[src/rtl/dual_adc_serial_tx.sv]
module dual_adc_serial_tx #(
  parameter int DW    = 12,
  parameter int LZ    = 2,
  parameter int FRAME = 16
) (
  input  logic          clk,
  input  logic          rst_n,
  input  logic          cs_n,
  input  logic          sclk,
  input  logic [DW-1:0] res_a,
  input  logic [DW-1:0] res_b,
  output logic          dout_a,
  output logic          dout_b,
  output logic          oe_a,
  output logic          oe_b,
  output logic          track
);
  localparam int TZ  = FRAME - DW - LZ;
  localparam int TOT = 2 * FRAME;
  localparam int REL = LZ + DW - 1;
  localparam int CW  = $clog2(TOT + 1);

  logic           cs_q, sclk_q, act, trk_q;
  logic [CW-1:0]  cnt;
  logic [TOT-1:0] sh_a, sh_b;

  wire cs_fall = !cs_n && cs_q;
  wire sc_fall = !sclk && sclk_q;
  wire sc_rise = sclk && !sclk_q;
  wire done    = (cnt == CW'(TOT));

  wire [FRAME-1:0] fa = {{(FRAME-DW){1'b0}}, res_a} << TZ;
  wire [FRAME-1:0] fb = {{(FRAME-DW){1'b0}}, res_b} << TZ;

  always_ff @(posedge clk or negedge rst_n) begin
    if (!rst_n) begin
      cs_q   <= 1'b1;
      sclk_q <= 1'b1;
      act    <= 1'b0;
      cnt    <= '0;
      sh_a   <= '0;
      sh_b   <= '0;
      trk_q  <= 1'b1;
    end else begin
      cs_q   <= cs_n;
      sclk_q <= sclk;
      if (cs_n) begin
        act   <= 1'b0;
        cnt   <= '0;
        trk_q <= 1'b1;
      end else if (cs_fall) begin
        act   <= 1'b1;
        cnt   <= '0;
        sh_a  <= {fa, fb};
        sh_b  <= {fb, fa};
        trk_q <= 1'b0;
      end else if (act) begin
        if (sc_fall && !done) begin
          cnt  <= cnt + 1'b1;
          sh_a <= {sh_a[TOT-2:0], 1'b0};
          sh_b <= {sh_b[TOT-2:0], 1'b0};
        end
        if (sc_rise && cnt >= CW'(REL)) trk_q <= 1'b1;
      end
    end
  end

  assign oe_a   = act && !done;
  assign oe_b   = oe_a;
  assign dout_a = oe_a && sh_a[TOT-1];
  assign dout_b = oe_b && sh_b[TOT-1];
  assign track  = trk_q;

  AST_IDLE_QUIET: assert property (@(posedge clk) disable iff (!rst_n)
    cs_q |-> !oe_a && !oe_b && !dout_a && !dout_b && track);
  AST_FRAME_START: assert property (@(posedge clk) disable iff (!rst_n)
    $fell(cs_q) |-> oe_a && oe_b && !dout_a && !dout_b && !track);
  AST_LEAD_ZERO: assert property (@(posedge clk) disable iff (!rst_n)
    (oe_a && cnt < CW'(LZ)) |-> !dout_a && !dout_b);
  AST_HOLD_EARLY: assert property (@(posedge clk) disable iff (!rst_n)
    (!cs_q && cnt < CW'(REL)) |-> !track);
  AST_CUTOFF: assert property (@(posedge clk) disable iff (!rst_n)
    done |-> !oe_a && !oe_b);
  AST_CS_RISE_OFF: assert property (@(posedge clk) disable iff (!rst_n)
    $rose(cs_q) |-> !oe_a && !oe_b);
  AST_CNT_STEP: assert property (@(posedge clk) disable iff (!rst_n)
    (!cs_q && $past(act)) |-> (cnt == $past(cnt)) || (cnt == $past(cnt) + 1'b1));
endmodule

[config.mk]
export PLATFORM = sky130hd
export DESIGN_NAME = dual_adc_serial_tx
export DESIGN_NICKNAME = d
export VERILOG_FILES = /design/src/rtl/dual_adc_serial_tx.sv
export SDC_FILE = /design/constraint.sdc
export NUM_CORES = 1
export LEC_CHECK = 0
export BUFFER_PORTS_ARGS = -buffer_cell sky130_fd_sc_hd__buf_4
export CAP_MARGIN = 10
export CORE_MARGIN = 5
export CORE_UTILIZATION = 63
export CTS_CLUSTER_DIAMETER = 40
export CTS_CLUSTER_SIZE = 16
export DETAILED_ROUTE_END_ITERATION = 8
export PLACE_DENSITY = 0.91
export SYNTH_ARGS = -nofsm -noshare
export SYNTH_HDL_FRONTEND = slang
export SYNTH_SLANG_ARGS = --single-unit
[constraint.sdc]
create_clock -name clk -period 2.51 [get_ports clk]
set_input_delay 0.3765 -clock clk [delete_from_list [all_inputs] [get_ports clk]]
set_output_delay 0.3765 -clock clk [all_outputs]
set_load 0.01 [all_outputs]
Word-level counts from Yosys, hierarchy flattened
Cells that the tools add are included.
Word-level totals
  flip-flop bits (word level): 74
  output and inout port bits: 5
  word-level logic and storage cells: 48
Cells by class
  add/subtract/negate cells: 1
  $lt $le $gt $ge: 1
  eq/ne operators: 1
  muxes and demuxes: 16
  bitwise logic cells: 1
  reduce and logical (&&, ||, !) cells: 21
Operators with widths (number)
  two-way mux 32 bit: 6
  two-way mux 6 bit: 4
  nonzero test 3 bit: 3
  logical AND 1 bit: 8
  adder 6 x 1 -> 6 bit, second input constant: 1
  equality test 6 bit, second input constant: 1
  >= comparator 6 x 4 -> 1 bit, second input constant: 1
  two-way mux 1 bit: 6
  nonzero test 2 bit: 3
  logical NOT 1 bit: 4
  AND reduction 2 bit: 2
  AND reduction 3 bit: 1
  NOT 1 bit: 1

Longest topological paths before layout
Gate-level depths: netlist of the first run.
  word-level depth: 7
  depth in mapped cells: 8
  mapped depth without buffers: 6

Least setup slack after synthesis of the first run
OpenSTA, ideal clock, no wires.
  path type: register -> output
  from: register cnt[0]
  to: output dout_a
  arrival time: 1.316 ns
  required time: 2.134 ns
  setup slack: 0.818 ns
  stages on the path, launching flop included: 6
  buffers on the path: 0
  path through: dfrtp_1 -> inv_1 -> ha_1 -> nand4bb_4 -> o21a_1 -> and2_1
Between the ends
  longest elaborated chain between the ends: 4
RTL lines
  start: declaration: RTL line 24  | logic [CW-1:0] cnt;
  start signal: assignment: RTL line 59  | cnt <= cnt + 1'b1;
  equality test 6 bit: RTL line 30  | wire done = (cnt == CW'(TOT));
  logical NOT 1 bit: RTL line 68  | assign oe_a = act && !done;
  logical AND 1 bit: RTL line 68
  net oe_a: RTL line 14  | output logic oe_a,
  logical AND 1 bit: RTL line 70  | assign dout_a = oe_a && sh_a[TOT-1];
  end: declaration: RTL line 12  | output logic dout_a,
The timed path passes the listed nets, and every way through them passes these cells.

Worst setup path after layout of the first run
  from: register cnt[0]
  to: output dout_a
Between the ends
  longest elaborated chain between the ends: 4
RTL lines (RTL line)
  equality test 6 bit: 30
  logical NOT 1 bit: 68
  logical AND 1 bit: 68
  logical AND 1 bit: 70
Every way passes these cells.

==> impl_metrics.py, run 1 <==
metrics = {
    "status": {
        "status": "finished, final reports clean",
    },
    "yosys": {
        "synth_top_area_share_pct": 49.9,
        "yosys.area.top_type": "dfrtp_1",
        "netlist_instances": 347,
        "seq_area_frac_synth_pct": 52.3,
        "synth-seq-cells": 70,
        "avgSynthCellArea_sq_um": 9.68,
        "synth_area_leaders": "dfrtp_1, nor3_1, nor3_2",
        "synth_cell_types": 39,
        "synth_area_sq_mm": 0.00336,
        "syn-num-nets": 378,
        "yosys_warnings": 0,
    },
    "timing": {
        "whs_ns": 0.133,
        "drv_slew": 0,
        "skew_ns": 0.00959,
        "finalSetupTns_ns": 0,
        "worstMarginPinSlew_ns": 0.844,
        "rsz0062_at_grt": "no",
        "min_period_over_period_pct": 90.3,
        "clock.fmax_ghz": 0.441,
        "period_needed_ns": 2.27,
        "setup_viol": 0,
        "fin_ws_ns": 0.243,
        "relSlewSlack_pct": 43.7,
        "hold_viol_final": 0,
    },
    "critical_path": {
        "timing_worst_setup_path_type": "reg -> out",
        "cp-endpoint": "dout_a",
        "r2r_slack_ns": 0.49,
        "r2r-start": "cnt[0]$_DFFE_PN0P_",
        "crit_path_end_kind": "output port",
        "arrival_ns": 1.89,
        "path_max_fanout": 6,
        "worstPathRequired_ns": 2.13,
        "r2r_end": "sh_a[31]$_DFFE_PN0P_",
        "r2r_cells": 6,
        "crit_path_start_kind": "register",
        "critPathLaunch": "cnt[0]$_DFFE_PN0P_",
    },
    "clock_network": {
        "cts_tree": "done",
        "worstSkewPairLatency_ns": 0.35,
        "path_clk_slew_ns": 0.08,
        "holdBufCountCts": 0,
        "cts_resized": 0,
        "postCtsSetupBuffers": 0,
        "numCtsBuffers": 9,
        "clkSinkCount": 70,
        "cts_root_buf": "clkbuf_8",
        "clock_path_buffers": 2,
        "cts_max_level": 3,
    },
    "final_layout": {
        "layout.cells.most_common": "nor3_1",
        "fin_util_pct": 74.0,
        "drive_gt1_share_pct": 22.0,
        "num-fill-cells": 372,
        "seqCellArea_sq_mm": 0.00176,
        "n_antenna_cell": 0,
        "layout_common_cells": "nor3_1, dfrtp_1, buf_4",
        "fin_nets": 398,
        "multiInputGateArea_sq_mm": 0.00144,
        "areaGrowthSynthToFinish_pct": 13.2,
    },
    "min_path": {
        "min_path_type": "in -> async",
    },
    "global_routing": {
        "grt_pass1_wl_mm": 11.5,
        "grt_pass1_vias": 2477,
        "grt_usage_pct": 20.6,
        "grt_overflow": 0,
        "grt_max_degree": 71,
        "antenna_found_initial": 0,
    },
    "pwr": {
        "p_leak_nw": 1.51,
        "power.density_mw_per_mm2": 709,
        "ir_worst_vdd_mv": 0.501,
    },
    "floorplan": {
        "dieArea_sq_mm": 0.00689,
        "pin_count": 33,
        "num_rows": 26,
        "die_h_um": 83.0,
        "fp.dieW_um": 83.0,
        "initial_core_util_pct": 65.3,
        "coreArea_sq_mm": 0.00514,
    },
    "routing": {
        "route.vias.total": 2647,
        "first_pass_iters": 4,
        "routed_wl_mm": 6.76,
        "drtAntennaViolNets": 0,
        "initialDrtViolationCount": 188,
        "wl_per_cell_um": 15.3,
        "via_per_inst": 5.99,
        "drc_errors": 0,
    },
    "place": {
        "pre_cts_slack_ns": 0.534,
        "hpwlAfterDp_mm": 4.20,
        "port_buffers": 32,
        "gp_congestion": 0.874,
    },
    "flow_run": {
        "drv_cap": 0,
    },
}
## how the worst min path moves through the flow
stage                               startpoint              endpoint  cells after the start
final                                    rst_n  sh_a[23]$_DFFE_PN0P_                      1
after global routing                      sclk      sclk_q$_DFF_PN1_                      1
after CTS                                 sclk      sclk_q$_DFF_PN1_                      1
after detailed placement   sh_b[2]$_DFFE_PN0P_   sh_b[2]$_DFFE_PN0P_                      1
after global placement    sh_a[16]$_DFFE_PN0P_  sh_a[16]$_DFFE_PN0P_                      2
after floorplan                          rst_n       act$_DFFE_PN0P_                      0
## cells in the mapped netlist (all sizes together)
cell and instances:
o21bai 1, xnor2 3, nor2 30, a22o 2
and4bb 1, nand4b 1, nor3 129, xor2 1
a22oi 12, buf 15, nand3 9, or2 1
a311o 1, nor4 1, o21ai 13, ha 3
and2b 1, dfstp 3, a21o 1, nand2 19
a41oi 1, and3 1, o211ai 1, a211oi 2
o21a 2, and2 2, a21oi 2, nand2b 3
dfrtp 67, clkbuf 14, inv 4, nand4bb 1
## cell families after synthesis
logic type / count (synthesis) / synth area share [%]
buffers and inverters: 33 / 4.92
AND/OR/NAND/NOR: 199 / 32.4
AO/OA/AOI/OAI: 38 / 8.27
adder cells (fa/ha/maj): 3 / 1.12
XOR/XNOR: 4 / 1.04
flip-flops: 70 / 52.3
## report_power, final
group / internal, mW / switching [mW] / leakage, nW
Combinational: 0.159 / 0.173 / 0.576
Clock: 0.584 / 0.423 / 0.110
Sequential: 1.27 / 0.0901 / 0.823
Total: 2.01 / 0.686 / 1.51
## sequential cells by signal (all words and copies together) (netlist names)
name    cells
sh_a       30
sh_b       30
cnt         6
act         1
cs_q        1
sclk_q      1
track       1
## critical path, cell delays in order (launching register included)
cell	delay, ns
dfrtp_1	0.42
inv_1	0.11
ha_1	0.23
nand4bb_4	0.18
o21a_1	0.29
and2_1	0.19
buf_4	0.14
## final cells by class
type                       instances  share of cell area, %
clock inverter                     4                   1.84
clock buffer                      12                   3.82
tap                               70                   2.30
multi-input combinational        244                   38.0
sequential                        70                   46.2
inverter                           4                  0.395
timing repair buffer              38                   7.50
## metrics by stage
stage / power [mW] / area, sq um / std cells
3_3_place_gp: 1.69 / 3590 / 426
2_1_floorplan: 1.59 / 3360 / 347
5_1_grt: 2.81 / 3800 / 442
4_1_cts: 2.71 / 3800 / 442
3_5_place_dp: 1.71 / 3590 / 426
6_report: 2.70 / 3800 / 442
## per-layer routing
layer / part of all wire (%) / wire length, um / track usage, % / vias to the layer above
met2: 49 / 3300 / 31.9 / 67
met3: 5.5 / 374 / 6.04 / 10
met5: 0 / 0 / 0 / -
met1: 44 / 2990 / 27.5 / 1299
li1: - / - / - / 1271
met4: 1.5 / 99 / 8.02 / 0
(Power assumes the default switching activity.)
==> inputs of run 2 (changes only) <==
--- a/config.mk
+++ b/config.mk
@@ -7,8 +7,10 @@
 export LEC_CHECK = 0
 export BUFFER_PORTS_ARGS = -buffer_cell sky130_fd_sc_hd__buf_4
 export CAP_MARGIN = 10
+export CELL_PAD_IN_SITES_DETAIL_PLACEMENT = 0
+export CELL_PAD_IN_SITES_GLOBAL_PLACEMENT = 1
 export CORE_MARGIN = 5
-export CORE_UTILIZATION = 63
+export CORE_UTILIZATION = 49
 export CTS_CLUSTER_DIAMETER = 40
 export CTS_CLUSTER_SIZE = 16
 export DETAILED_ROUTE_END_ITERATION = 8
==> run 2 against run 1 <==
Critical path depth stayed put. Worst hold slack better by 0.023 ns. Final cell count is 2.3% higher. Sequential power hardly changed. Combinational power hardly changed. Sequential share of layout area is 0.12 points lower. Critical path type unchanged. Largest cell class unchanged.
==> impl_metrics.py, run 2 (synthesis results as in run 1) <==
metrics = {
    "routing": {
        "first_pass_iters": 4,
        "drtAntennaViolNets": 0,
        "drc_errors": 0,
        "wl_per_cell_um": 14.7,
        "route.vias.total": 2546,
        "routed_wl_mm": 6.63,
        "initialDrtViolationCount": 151,
        "via_per_inst": 5.63,
    },
    "critical_path": {
        "path_max_fanout": 6,
        "timing_worst_setup_path_type": "reg -> out",
        "slowest_stage": "dfrtp_1",
        "critical_path.cell_chain": "inv_1, ha_1, nand4bb_4, o21a_1, and2_1, buf_4",
        "cp_top_family": "flip-flops",
        "crit_path_start_kind": "register",
        "slowest_delay_ns": 0.42,
        "worstPathRequired_ns": 2.13,
        "crit_path_end_kind": "output port",
        "cp_num_buf_inv": 2,
        "arrival_ns": 1.84,
    },
    "place": {
        "placed_cells": 437,
        "gp_congestion": 0.817,
        "port_buffers": 32,
        "hpwlAfterDp_mm": 4.20,
        "pre_cts_slack_ns": 0.558,
    },
    "timing": {
        "min_period_over_period_pct": 88.4,
        "rsz0062_at_grt": "no",
        "finalSetupTns_ns": 0,
        "setup_viol": 0,
        "whs_ns": 0.156,
        "skew_ns": 0.00714,
        "fin_ws_ns": 0.291,
        "worstMarginPinSlew_ns": 0.877,
        "hold_viol_final": 0,
        "relSlewSlack_pct": 41.5,
        "period_needed_ns": 2.22,
        "drv_slew": 0,
        "clock.fmax_ghz": 0.451,
    },
    "pwr": {
        "clkPwrFrac_pct": 32.3,
        "p_sw_uw": 652,
        "power_frac_seq_pct": 54.4,
        "power.density_mw_per_mm2": 654,
        "combPwrFrac_pct": 13.3,
        "intPower_mw": 1.84,
        "p_leak_nw": 1.50,
        "fin_total_pwr_mw": 2.49,
        "swShare_pct": 26.2,
        "ir_worst_vdd_mv": 0.305,
    },
    "clock_network": {
        "cts_root_buf": "clkbuf_8",
        "cts_tree": "done",
        "worstSkewPairLatency_ns": 0.34,
        "numCtsBuffers": 9,
        "clkSinkCount": 70,
        "cts_resized": 0,
        "holdBufCountCts": 0,
        "postCtsSetupBuffers": 0,
        "cts_max_level": 3,
        "clock_path_buffers": 2,
        "path_clk_slew_ns": 0.07,
    },
    "floorplan": {
        "fp.dieW_um": 92.8,
        "pin_count": 33,
        "dieArea_sq_mm": 0.00861,
        "die_h_um": 92.8,
        "num_rows": 30,
        "coreArea_sq_mm": 0.00672,
        "initial_core_util_pct": 50.0,
    },
    "final_layout": {
        "num-fill-cells": 604,
        "stdcell_count": 452,
        "fin_nets": 399,
        "drive_gt1_share_pct": 21.8,
        "multiInputGateArea_sq_mm": 0.00144,
        "areaGrowthSynthToFinish_pct": 13.5,
        "seqCellArea_sq_mm": 0.00176,
        "n_antenna_cell": 0,
        "largestRegisters": "sh_a: 30 flops, sh_b: 30 flops, cnt: 6 flops",
        "layout.cells.most_common": "nor3_1",
        "layout_common_cells": "nor3_1, dfrtp_1, buf_4",
    },
    "flow_run": {
        "drv_cap": 0,
    },
    "min_path": {
        "min_path_type": "in -> async",
    },
    "global_routing": {
        "grt_overflow": 0,
        "grt_pass1_vias": 2451,
        "grt_max_degree": 71,
        "grt_pass1_wl_mm": 11.9,
        "antenna_found_initial": 0,
        "grt_usage_pct": 17.3,
    },
    "status": {
        "status": "finished, final reports clean",
    },
}
## run 2: worst paths after layout
check / startpoint / to / slack, ns / depth (start not counted)
setup / recovery: cnt[0]$_DFFE_PN0P_ / dout_b / 0.29 / 6
hold / removal: rst_n / cnt[2]$_DFFE_PN0P_ / 0.16 / 1
max in group asynchronous: rst_n / sh_b[11]$_DFFE_PN0P_ / 1.79 / 1
setup reg to reg: cnt[0]$_DFFE_PN0P_ / sh_a[21]$_DFFE_PN0P_ / 0.59 / 7
hold reg to reg: sh_b[14]$_DFFE_PN0P_ / sh_b[14]$_DFFE_PN0P_ / 0.52 / 2
min in group clk: sclk / sclk_q$_DFF_PN1_ / 0.17 / 1
## run 2: per-stage QoR
step,area (sq um),util (%)
global placement,3640,54.2
CTS,3810,56.7
floorplan,3360,-
global route,3810,56.7
finish,3810,56.7
detailed placement,3640,54.2
## run 2: final cells by class
| cell class | count | share of cell area [%] |
|---|---|---|
| Inverter | 4 | 0.394 |
| Clock buffer | 14 | 4.27 |
| Timing Repair Buffer | 39 | 8.67 |
| Sequential cell | 70 | 46.1 |
| Clock inverter | 1 | 0.131 |
| Tap cell | 80 | 2.63 |
| Multi-Input combinational cell | 244 | 37.9 |
## run 2: power groups by stage
stage	Combinational, mW	Clock, mW	Sequential [mW]
2_1_floorplan	0.238	0	1.35
3_3_place_gp	0.328	0	1.37
3_5_place_dp	0.340	0	1.37
4_1_cts	0.339	0.826	1.35
5_1_grt	0.380	0.880	1.37
6_report	0.332	0.804	1.36
## run 2: layer usage
layer,GRT usage (%),vias to the layer above,routed length (um)
li1,-,1280,-
met1,25.0,1207,3200
met2,25.3,49,3080
met3,3.66,10,231
met4,6.96,0,110
met5,0,-,0
